==> src/rtl/shake_pkg.sv <==
package shake_pkg;
  localparam int LANE_W     = 64;
  localparam int LANE_BYTES = LANE_W / 8;
  localparam int LANES_128  = 21;
  localparam int LANES_256  = 17;
  localparam int MAX_LANES  = LANES_128;
  localparam int IDX_W      = $clog2(MAX_LANES);

  localparam logic [7:0] DSEP_BYTE = 8'h1F;
  localparam logic [7:0] END_BYTE  = 8'h80;

  typedef enum logic {
    MODE_128 = 1'b0,
    MODE_256 = 1'b1
  } shake_mode_e;

  typedef enum logic [1:0] {
    ST_IDLE = 2'd0,
    ST_FILL = 2'd1,
    ST_HOLD = 2'd2
  } ldr_state_e;

  function automatic logic [IDX_W-1:0] last_lane(input shake_mode_e m);
    return (m == MODE_256) ? IDX_W'(LANES_256 - 1) : IDX_W'(LANES_128 - 1);
  endfunction
endpackage

==> src/rtl/shake_lane_former.sv <==
module shake_lane_former
  import shake_pkg::*;
#(
  parameter int CNT_W = 29
) (
  input  logic [LANE_W-1:0] word_i,
  input  logic [CNT_W-1:0]  bytes_left_i,
  input  logic              pad_done_i,
  input  logic              last_lane_i,
  output logic [LANE_W-1:0] lane_o,
  output logic              pad_here_o,
  output logic              close_o
);
  logic short_word;

  assign short_word = bytes_left_i < CNT_W'(LANE_BYTES);
  assign pad_here_o = !pad_done_i && short_word;
  assign close_o    = last_lane_i && (pad_done_i || pad_here_o);

  for (genvar k = 0; k < LANE_BYTES; k++) begin : g_byte
    logic [7:0] b;
    always_comb begin
      if (pad_done_i) begin
        b = '0;
      end else if (!short_word || (CNT_W'(k) < bytes_left_i)) begin
        b = word_i[8*k +: 8];
      end else if (CNT_W'(k) == bytes_left_i) begin
        b = DSEP_BYTE;
      end else begin
        b = '0;
      end
    end
    if (k == LANE_BYTES - 1) begin : g_top
      assign lane_o[8*k +: 8] = close_o ? (b | END_BYTE) : b;
    end else begin : g_low
      assign lane_o[8*k +: 8] = b;
    end
  end
endmodule

==> src/rtl/shake_lane_buffer.sv <==
module shake_lane_buffer
  import shake_pkg::*;
(
  input  logic                        clk,
  input  logic                        rst_n,
  input  logic                        wr_en_i,
  input  logic [IDX_W-1:0]            wr_idx_i,
  input  logic [LANE_W-1:0]           wr_lane_i,
  input  shake_mode_e                 mode_i,
  output logic [MAX_LANES*LANE_W-1:0] data_o
);
  for (genvar i = 0; i < MAX_LANES; i++) begin : g_lane
    logic [LANE_W-1:0] q;
    always_ff @(posedge clk or negedge rst_n) begin
      if (!rst_n) begin
        q <= '0;
      end else if (wr_en_i && (wr_idx_i == IDX_W'(i))) begin
        q <= wr_lane_i;
      end
    end
    if (i >= LANES_256) begin : g_hi
      assign data_o[i*LANE_W +: LANE_W] = (mode_i == MODE_256) ? '0 : q;
    end else begin : g_lo
      assign data_o[i*LANE_W +: LANE_W] = q;
    end
  end
endmodule

==> src/rtl/shake_loader_ctrl.sv <==
module shake_loader_ctrl
  import shake_pkg::*;
#(
  parameter int CNT_W = 29
) (
  input  logic               clk,
  input  logic               rst_n,
  input  logic               cmd_valid_i,
  input  shake_mode_e        cmd_mode_i,
  input  logic [CNT_W-1:0]   cmd_bytes_i,
  input  logic               in_valid_i,
  input  logic               blk_ready_i,
  input  logic               pad_here_i,
  input  logic               close_i,
  output logic               cmd_ready_o,
  output logic               in_ready_o,
  output logic               blk_valid_o,
  output logic               blk_last_o,
  output shake_mode_e        mode_o,
  output logic [CNT_W-1:0]   bytes_left_o,
  output logic               pad_done_o,
  output logic [IDX_W-1:0]   lane_idx_o,
  output logic               last_lane_o,
  output logic               wr_en_o
);
  ldr_state_e       state_q;
  shake_mode_e      mode_q;
  logic [CNT_W-1:0] left_q;
  logic             pad_q;
  logic             last_q;
  logic [IDX_W-1:0] idx_q;
  logic             need_input;
  logic             advance;

  assign need_input  = !pad_q && (left_q != '0);
  assign advance     = (state_q == ST_FILL) && (!need_input || in_valid_i);
  assign last_lane_o = idx_q == last_lane(mode_q);

  assign cmd_ready_o  = state_q == ST_IDLE;
  assign in_ready_o   = (state_q == ST_FILL) && need_input;
  assign blk_valid_o  = state_q == ST_HOLD;
  assign blk_last_o   = (state_q == ST_HOLD) && last_q;
  assign mode_o       = mode_q;
  assign bytes_left_o = left_q;
  assign pad_done_o   = pad_q;
  assign lane_idx_o   = idx_q;
  assign wr_en_o      = advance;

  always_ff @(posedge clk or negedge rst_n) begin
    if (!rst_n) begin
      state_q <= ST_IDLE;
      mode_q  <= MODE_128;
      left_q  <= '0;
      pad_q   <= 1'b0;
      last_q  <= 1'b0;
      idx_q   <= '0;
    end else begin
      unique case (state_q)
        ST_IDLE: begin
          if (cmd_valid_i) begin
            mode_q  <= cmd_mode_i;
            left_q  <= cmd_bytes_i;
            pad_q   <= 1'b0;
            last_q  <= 1'b0;
            idx_q   <= '0;
            state_q <= ST_FILL;
          end
        end
        ST_FILL: begin
          if (advance) begin
            left_q <= (left_q >= CNT_W'(LANE_BYTES)) ? left_q - CNT_W'(LANE_BYTES) : '0;
            if (pad_here_i) pad_q <= 1'b1;
            if (last_lane_o) begin
              last_q  <= close_i;
              state_q <= ST_HOLD;
            end else begin
              idx_q <= idx_q + 1'b1;
            end
          end
        end
        ST_HOLD: begin
          if (blk_ready_i) begin
            idx_q   <= '0;
            state_q <= last_q ? ST_IDLE : ST_FILL;
          end
        end
        default: state_q <= ST_IDLE;
      endcase
    end
  end
endmodule

==> src/rtl/shake_pad_loader.sv <==
module shake_pad_loader
  import shake_pkg::*;
#(
  parameter int LEN_W = 32
) (
  input  logic                        clk,
  input  logic                        rst_n,
  input  logic                        cmd_valid,
  output logic                        cmd_ready,
  input  logic                        cmd_mode,
  input  logic [LEN_W-1:0]            cmd_len_bits,
  input  logic                        in_valid,
  output logic                        in_ready,
  input  logic [LANE_W-1:0]           in_data,
  output logic                        blk_valid,
  input  logic                        blk_ready,
  output logic [MAX_LANES*LANE_W-1:0] blk_data,
  output logic                        blk_mode,
  output logic                        blk_last
);
  localparam int CNT_W = LEN_W - 3;

  shake_mode_e      mode;
  logic [CNT_W-1:0] bytes_left;
  logic             pad_done;
  logic [IDX_W-1:0] lane_idx;
  logic             last_lane;
  logic             wr_en;
  logic             pad_here;
  logic             close;
  logic [LANE_W-1:0] lane;

  shake_loader_ctrl #(.CNT_W(CNT_W)) u_ctrl (
    .clk          (clk),
    .rst_n        (rst_n),
    .cmd_valid_i  (cmd_valid),
    .cmd_mode_i   (shake_mode_e'(cmd_mode)),
    .cmd_bytes_i  (cmd_len_bits[LEN_W-1:3]),
    .in_valid_i   (in_valid),
    .blk_ready_i  (blk_ready),
    .pad_here_i   (pad_here),
    .close_i      (close),
    .cmd_ready_o  (cmd_ready),
    .in_ready_o   (in_ready),
    .blk_valid_o  (blk_valid),
    .blk_last_o   (blk_last),
    .mode_o       (mode),
    .bytes_left_o (bytes_left),
    .pad_done_o   (pad_done),
    .lane_idx_o   (lane_idx),
    .last_lane_o  (last_lane),
    .wr_en_o      (wr_en)
  );

  shake_lane_former #(.CNT_W(CNT_W)) u_former (
    .word_i       (in_data),
    .bytes_left_i (bytes_left),
    .pad_done_i   (pad_done),
    .last_lane_i  (last_lane),
    .lane_o       (lane),
    .pad_here_o   (pad_here),
    .close_o      (close)
  );

  shake_lane_buffer u_buf (
    .clk       (clk),
    .rst_n     (rst_n),
    .wr_en_i   (wr_en),
    .wr_idx_i  (lane_idx),
    .wr_lane_i (lane),
    .mode_i    (mode),
    .data_o    (blk_data)
  );

  assign blk_mode = mode;
endmodule

==> config.mk <==
export PLATFORM = sky130hd
export DESIGN_NAME = shake_pad_loader
export DESIGN_NICKNAME = d
export VERILOG_FILES = /design/src/rtl/shake_pkg.sv /design/src/rtl/shake_lane_former.sv /design/src/rtl/shake_lane_buffer.sv /design/src/rtl/shake_loader_ctrl.sv /design/src/rtl/shake_pad_loader.sv
export SDC_FILE = /design/constraint.sdc
export NUM_CORES = 2
export LEC_CHECK = 0
export BUFFER_PORTS_ARGS = -buffer_cell sky130_fd_sc_hd__buf_2
export CORE_AREA = 2 2 558 560
export CTS_BUF_LIST = sky130_fd_sc_hd__clkbuf_2 sky130_fd_sc_hd__clkbuf_4 sky130_fd_sc_hd__clkbuf_8
export DETAILED_ROUTE_END_ITERATION = 16
export DIE_AREA = 0 0 560 562
export GPL_ROUTABILITY_DRIVEN = 0
export PLACE_DENSITY_LB_ADDON = 0.3
export SETUP_SLACK_MARGIN = 0.5
export SYNTH_ARGS = -nofsm -noshare
export SYNTH_HDL_FRONTEND = slang
export SYNTH_SLANG_ARGS = --single-unit
==> constraint.sdc <==
create_clock -name clk -period 8.9 [get_ports clk]
set_input_delay 1.78 -clock clk [delete_from_list [all_inputs] [get_ports clk]]
set_output_delay 1.78 -clock clk [all_outputs]
set_load 0.02 [all_outputs]
Yosys cells after proc, flatten, opt, wreduce, memory -nomap -nowiden
Cells that the tools add are included.

storage, ports and cells
  output and inout bits = 1349
  latch bits = 0
  logic and storage cells = 179
  register bits after elaboration = 1383
  bits in read-only memories = 0
  memory bits (writable) = 0
  memories kept = 0

operators by class
  add/sub/neg operators = 2
  muxes and demuxes = 52
  eq/ne operators = 36
  reductions and logical operators = 52
  magnitude comparators = 10
  div/mod/pow operators = 0
  shift operators = 0
  bitwise gates (word level) = 0
  multiply operators = 0

operators by type and width
  cell                                                                 count
  2-to-1 mux 64 bit                                                    4
  2-to-1 mux 8 bit                                                     17
  == test 3 x 29 -> 1 bit (first input constant)                       4
  less-than comparator 3 x 29 -> 1 bit (first input constant)          4
  2-to-1 mux 29 bit                                                    3
  2-to-1 mux 5 bit                                                     12
  == test 2 x 29 -> 1 bit (first input constant)                       2
  less-than comparator 1 x 29 -> 1 bit (first input constant)          2
  less-than comparator 2 x 29 -> 1 bit (first input constant)          2
  one-hot mux 29 bit (2 select lines)                                  1
  == test 5 x 4 -> 1 bit (second input constant)                       8
  == test 1 x 29 -> 1 bit (first input constant)                       1
  greater-or-equal comparator 29 x 4 -> 1 bit (second input constant)  1
  zero test 29 bit                                                     1
  less-than comparator 29 x 4 -> 1 bit (second input constant)         1
  nonzero test 29 bit                                                  1
  subtractor 29 x 4 -> 29 bit (second input constant)                  1
  logical AND 1 bit                                                    27
  == test 5 bit (second input constant)                                5
  == test 5 x 3 -> 1 bit (second input constant)                       4
  one-hot mux 5 bit (3 select lines)                                   1
  AND reduction 4 bit                                                  3
  == test 5 x 2 -> 1 bit (second input constant)                       2
  logical OR 1 bit                                                     10
  20 further kinds                                                     35

Longest topological paths before layout
  depth after elaboration = 7
  mapped depth = 10
  depth with buffers taken out = 8

By module
A second synthesis with hierarchy kept.

second synthesis, totals
  cells, all modules = 3692
  area total of the unflattened synthesis = 55223.0 sq um

by module, submodules not included
  module             area each (sq um)  seq. area each (sq um)  times used  cells each
  shake_lane_buffer  51859.7            33632.3                 1           3268
  shake_loader_ctrl  2528.7             975.9                   1           291
  shake_lane_former  834.6              0.0                     1           133

Least setup slack after synthesis
No wires, ideal clock.

  kind = register to output
  from = register u_ctrl.pad_q (netlist: u_ctrl.pad_done_o)
  to = output in_ready
  stages on the path, launching flop included = 6
  arrival time = 1742 ps
  buffers on the path = 4
  setup slack = 5378 ps
  path through = dfrtp_1 > buf_1 > clkbuf_1 > clkbuf_1 > clkbuf_1 > nor3_1

on the way
  word-level cells in the longest chain between the ends = 3

RTL lines
  what                      line                     source
  start: declaration        shake_loader_ctrl.sv:29  logic pad_q;
  start signal: assignment  shake_loader_ctrl.sv:54  pad_q <= 1'b0;
  start signal: assignment  shake_loader_ctrl.sv:63  pad_q <= 1'b0;
  start signal: assignment  shake_loader_ctrl.sv:72  if (pad_here_i) pad_q <= 1'b1;
  zero test 1 bit           shake_loader_ctrl.sv:35  assign need_input = !pad_q && (left_q != '0);
  logical AND 1 bit         shake_loader_ctrl.sv:35
  logical AND 1 bit         shake_loader_ctrl.sv:40  assign in_ready_o = (state_q == ST_FILL) && need_input;
  end: declaration          shake_pad_loader.sv:13   output logic in_ready,

No other way between the ends.

Worst setup path after layout
  from = register u_ctrl.left_q[19] (netlist: u_ctrl.bytes_left_o[19])
  to = output in_ready

on the way
  word-level cells in the longest chain between the ends = 3

RTL lines
  what                      line                     source
  start: declaration        shake_loader_ctrl.sv:28  logic [CNT_W-1:0] left_q;
  start signal: assignment  shake_loader_ctrl.sv:62  left_q <= cmd_bytes_i;
  start signal: assignment  shake_loader_ctrl.sv:71  left_q <= (left_q >= CNT_W'(LANE_BYTES)) ? left_q - CNT_W'(LANE_BYTES) : '0;
  nonzero test 29 bit       shake_loader_ctrl.sv:35
  logical AND 1 bit         shake_loader_ctrl.sv:35
  logical AND 1 bit         shake_loader_ctrl.sv:40

No other way between the ends.

==> summary.txt <==
Placement
  – Port Buffers: 1447
  – Final HPWL DP: 180000 um

GRT
  – First-pass GRT wire length: 357000 um
  – Global-route total usage across every layer: 0.161
  – Largest net degree at the start of global routing: 166
  – Vias in the first global route: 43.2k
  – Total grt overflow: 0
  – Initial antenna violation count: 89

Die
  – Initial core utilization: 0.172
  – Core region area: 0.308 mm^2
  – IO Count: 1451
  – Die X: 560 um
  – Die area: 0.315 mm^2
  – Chip height: 562 um
  – Cell Rows: 204

Pwr
  – Power per Cell Area: 390 mW/mm^2
  – Worst vdd ir: 173 uV
  – Static Leak: 0.0353 uW

STA
  – Slew Limit Headroom: 0.141
  – Final Cycle Share: 0.578
  – Pins over their slew limit: 0
  – Final hold violations: 0
  – Hold WS: 468 ps
  – Setup TNS: 0 ps
  – Fin crit period: 5150 ps
  – Clock Skew: 92.0 ps
  – Worst slew pin tran: 1290 ps
  – Setup-failing EPs final: 0
  – RSZ-0062 raised after global routing: false
  – Fmax: 0.194 GHz

Clock tree
  – Root Buffer: clkbuf_8
  – # hold bufs at CTS: 0
  – Worst-skew pair later-pin latency: 970 ps
  – Clock slew at reported path FFs: 50 ps
  – Postcts setup bufs: 0
  – Clock Tree Buf Depth: 4
  – CTS resizes: 0
  – Num CTS Buffers: 264
  – CTS tree: built
  – Htree depth: 5
  – Clock Sink Count: 1383

Worst setup path
  – Worst EP arrival: 3370 ps
  – CP max FO: 12
  – Startpoint types: register
  – CP Class: reg -> out
  – Setup crit end kind: output port
  – Worst Path Required: 7120 ps

Final layout
  – Multi-input gate area: 0.0168 mm^2
  – Layout cells sized above 1: 0.318
  – Most common cell after layout, fill and taps aside: buf_2
  – FF/Latch Area: 0.0346 mm^2
  – Most frequent cells in the layout: 1446 x buf_2, 1381 x dfrtp_1, 1308 x nand2_1
  – Nets: 6636
  – P&R area growth vs syn: 33.1%
  – Fill count: 33.8k

Synthesis
  – Sequential share of the synthesized area: 0.654
  – Asr flop ratio synth: 1.00
  – EDFF count, synth: 0
  – Top FF cell, synth: dfrtp_1
  – Post-Synthesis Cells: 5186
  – Unique masters post-synth: 65
  – Yosys warnings: 0
  – Synthesized Nets: 5296
  – Avg Inst Size Synth: 10.2 um^2
  – Mapped Area: 0.0529 mm^2
  – Yosys reg bits: 1383

Hold path
  – HP Class: reg -> reg

Route
  – DR vias: 44.4k
  – Routed vias/inst: 4.08
  – DR iter-0 viols: 3586
  – Final wirelength: 263000 um
  – Post-route ant nets: 0
  – WL/cell: 24.1 um
  – DRT Pass-1 Iters: 7
  – Remaining DRCs: 0

Run
  – Max-cap viol count: 0

Outcome
  – Status: finished, final reports clean
-- stage by stage --
step	util	total power (uW)	std cells	instance area, um^2	worst slack (ps)
2_1_floorplan	-	16100	5186	52900	5380
4_1_cts	0.228	27800	10800	70300	3630
3_3_place_gp	0.210	20700	10400	64700	4260
5_1_grt	0.228	29200	10900	70300	3570
6_report	0.228	27400	10900	70400	3750
3_5_place_dp	0.210	20900	10400	64700	4090
-- critical path, cell delays in order (launching register included) --
cell,delay (ps)
dfrtp_1,410
nor4_1,620
and4_1,630
and3_1,380
nor3_1,140
buf_2,250
-- final cells by class --
type | instances | share of cell area
clock buffer | 395 | 0.0698
sequential | 1383 | 0.492
inverter | 15 | 0.000800
multi-input combinational | 3313 | 0.238
clock inverter | 56 | 0.00880
antenna | 60 | 0.00213
timing repair buffer | 1549 | 0.116
tap | 4120 | 0.0732
-- where the power goes --
part	total, uW	switching [uW]	internal, uW
registers	10400	1460	8900
clock network	6740	2990	3750
logic	10300	7330	3010
-- flip-flops by register name (all words and copies together), names as in the netlist --
signal	flops
u_ctrl.lane_idx_o	5
u_ctrl.state_q	2
u_ctrl.bytes_left_o	29
u_ctrl.last_q	1
u_ctrl.mode_o	1
u_buf.g_lane.q	1344
u_ctrl.pad_done_o	1
-- kinds of logic after synthesis --
logic type / synth area share
AO/OA/AOI/OAI: 0.147
XOR/XNOR: 0.000166
multiplexers: 0.0116
buffers and inverters: 0.0390
flip-flops: 0.654
adder cells (fa/ha/maj): 0.00189
AND/OR/NAND/NOR: 0.146
-- Yosys cell counts (9+ instances only) --
master / number / area share
a32oi_1: 10 / 0.0017
o21ai_1: 69 / 0.0065
o21a_1: 14 / 0.0020
a21oi_1: 41 / 0.0039
nor3_1: 12 / 0.0011
a22o_1: 31 / 0.0051
nand3_1: 26 / 0.0025
and2_1: 11 / 0.0013
nor2_1: 48 / 0.0034
buf_2: 74 / 0.0070
mux2_2: 36 / 0.0077
clkbuf_1: 373 / 0.026
inv_1: 14 / 0.00099
mux2_1: 14 / 0.0030
nor4_1: 9 / 0.0011
nor2b_1: 253 / 0.030
buf_6: 17 / 0.0036
dfrtp_1: 1383 / 0.65
a21o_1: 22 / 0.0031
and3_1: 27 / 0.0032
o21ai_0: 1270 / 0.12
nand2_1: 1322 / 0.094
-- metal layers --
layer | GRT usage | routed length [um] | up-vias
met5 | 0 | 48 | -
li1 | - | - | 20000
met3 | 0.0563 | 26200 | 501
met2 | 0.248 | 117000 | 2180
met4 | 0.0774 | 13300 | 8
met1 | 0.199 | 106000 | 21700
-- final timing paths --
kind                                              start                     end  slack (ps)  cells past startpoint
worst max-delay path            u_ctrl.bytes_left_o[19]                in_ready        3750                      5
worst min-delay path             u_buf.g_lane[19].q[32]  u_buf.g_lane[19].q[32]         470                      2
worst max register to register  u_ctrl.bytes_left_o[19]   u_buf.g_lane[0].q[31]        4230                      7
worst min register to register   u_buf.g_lane[19].q[32]  u_buf.g_lane[19].q[32]         470                      2
max in group asynchronous                         rst_n       u_ctrl.pad_done_o        6210                      3
min in group asynchronous                         rst_n  u_buf.g_lane[13].q[61]         740                      1
No activity file was read; power rests on OpenSTA's default activity.
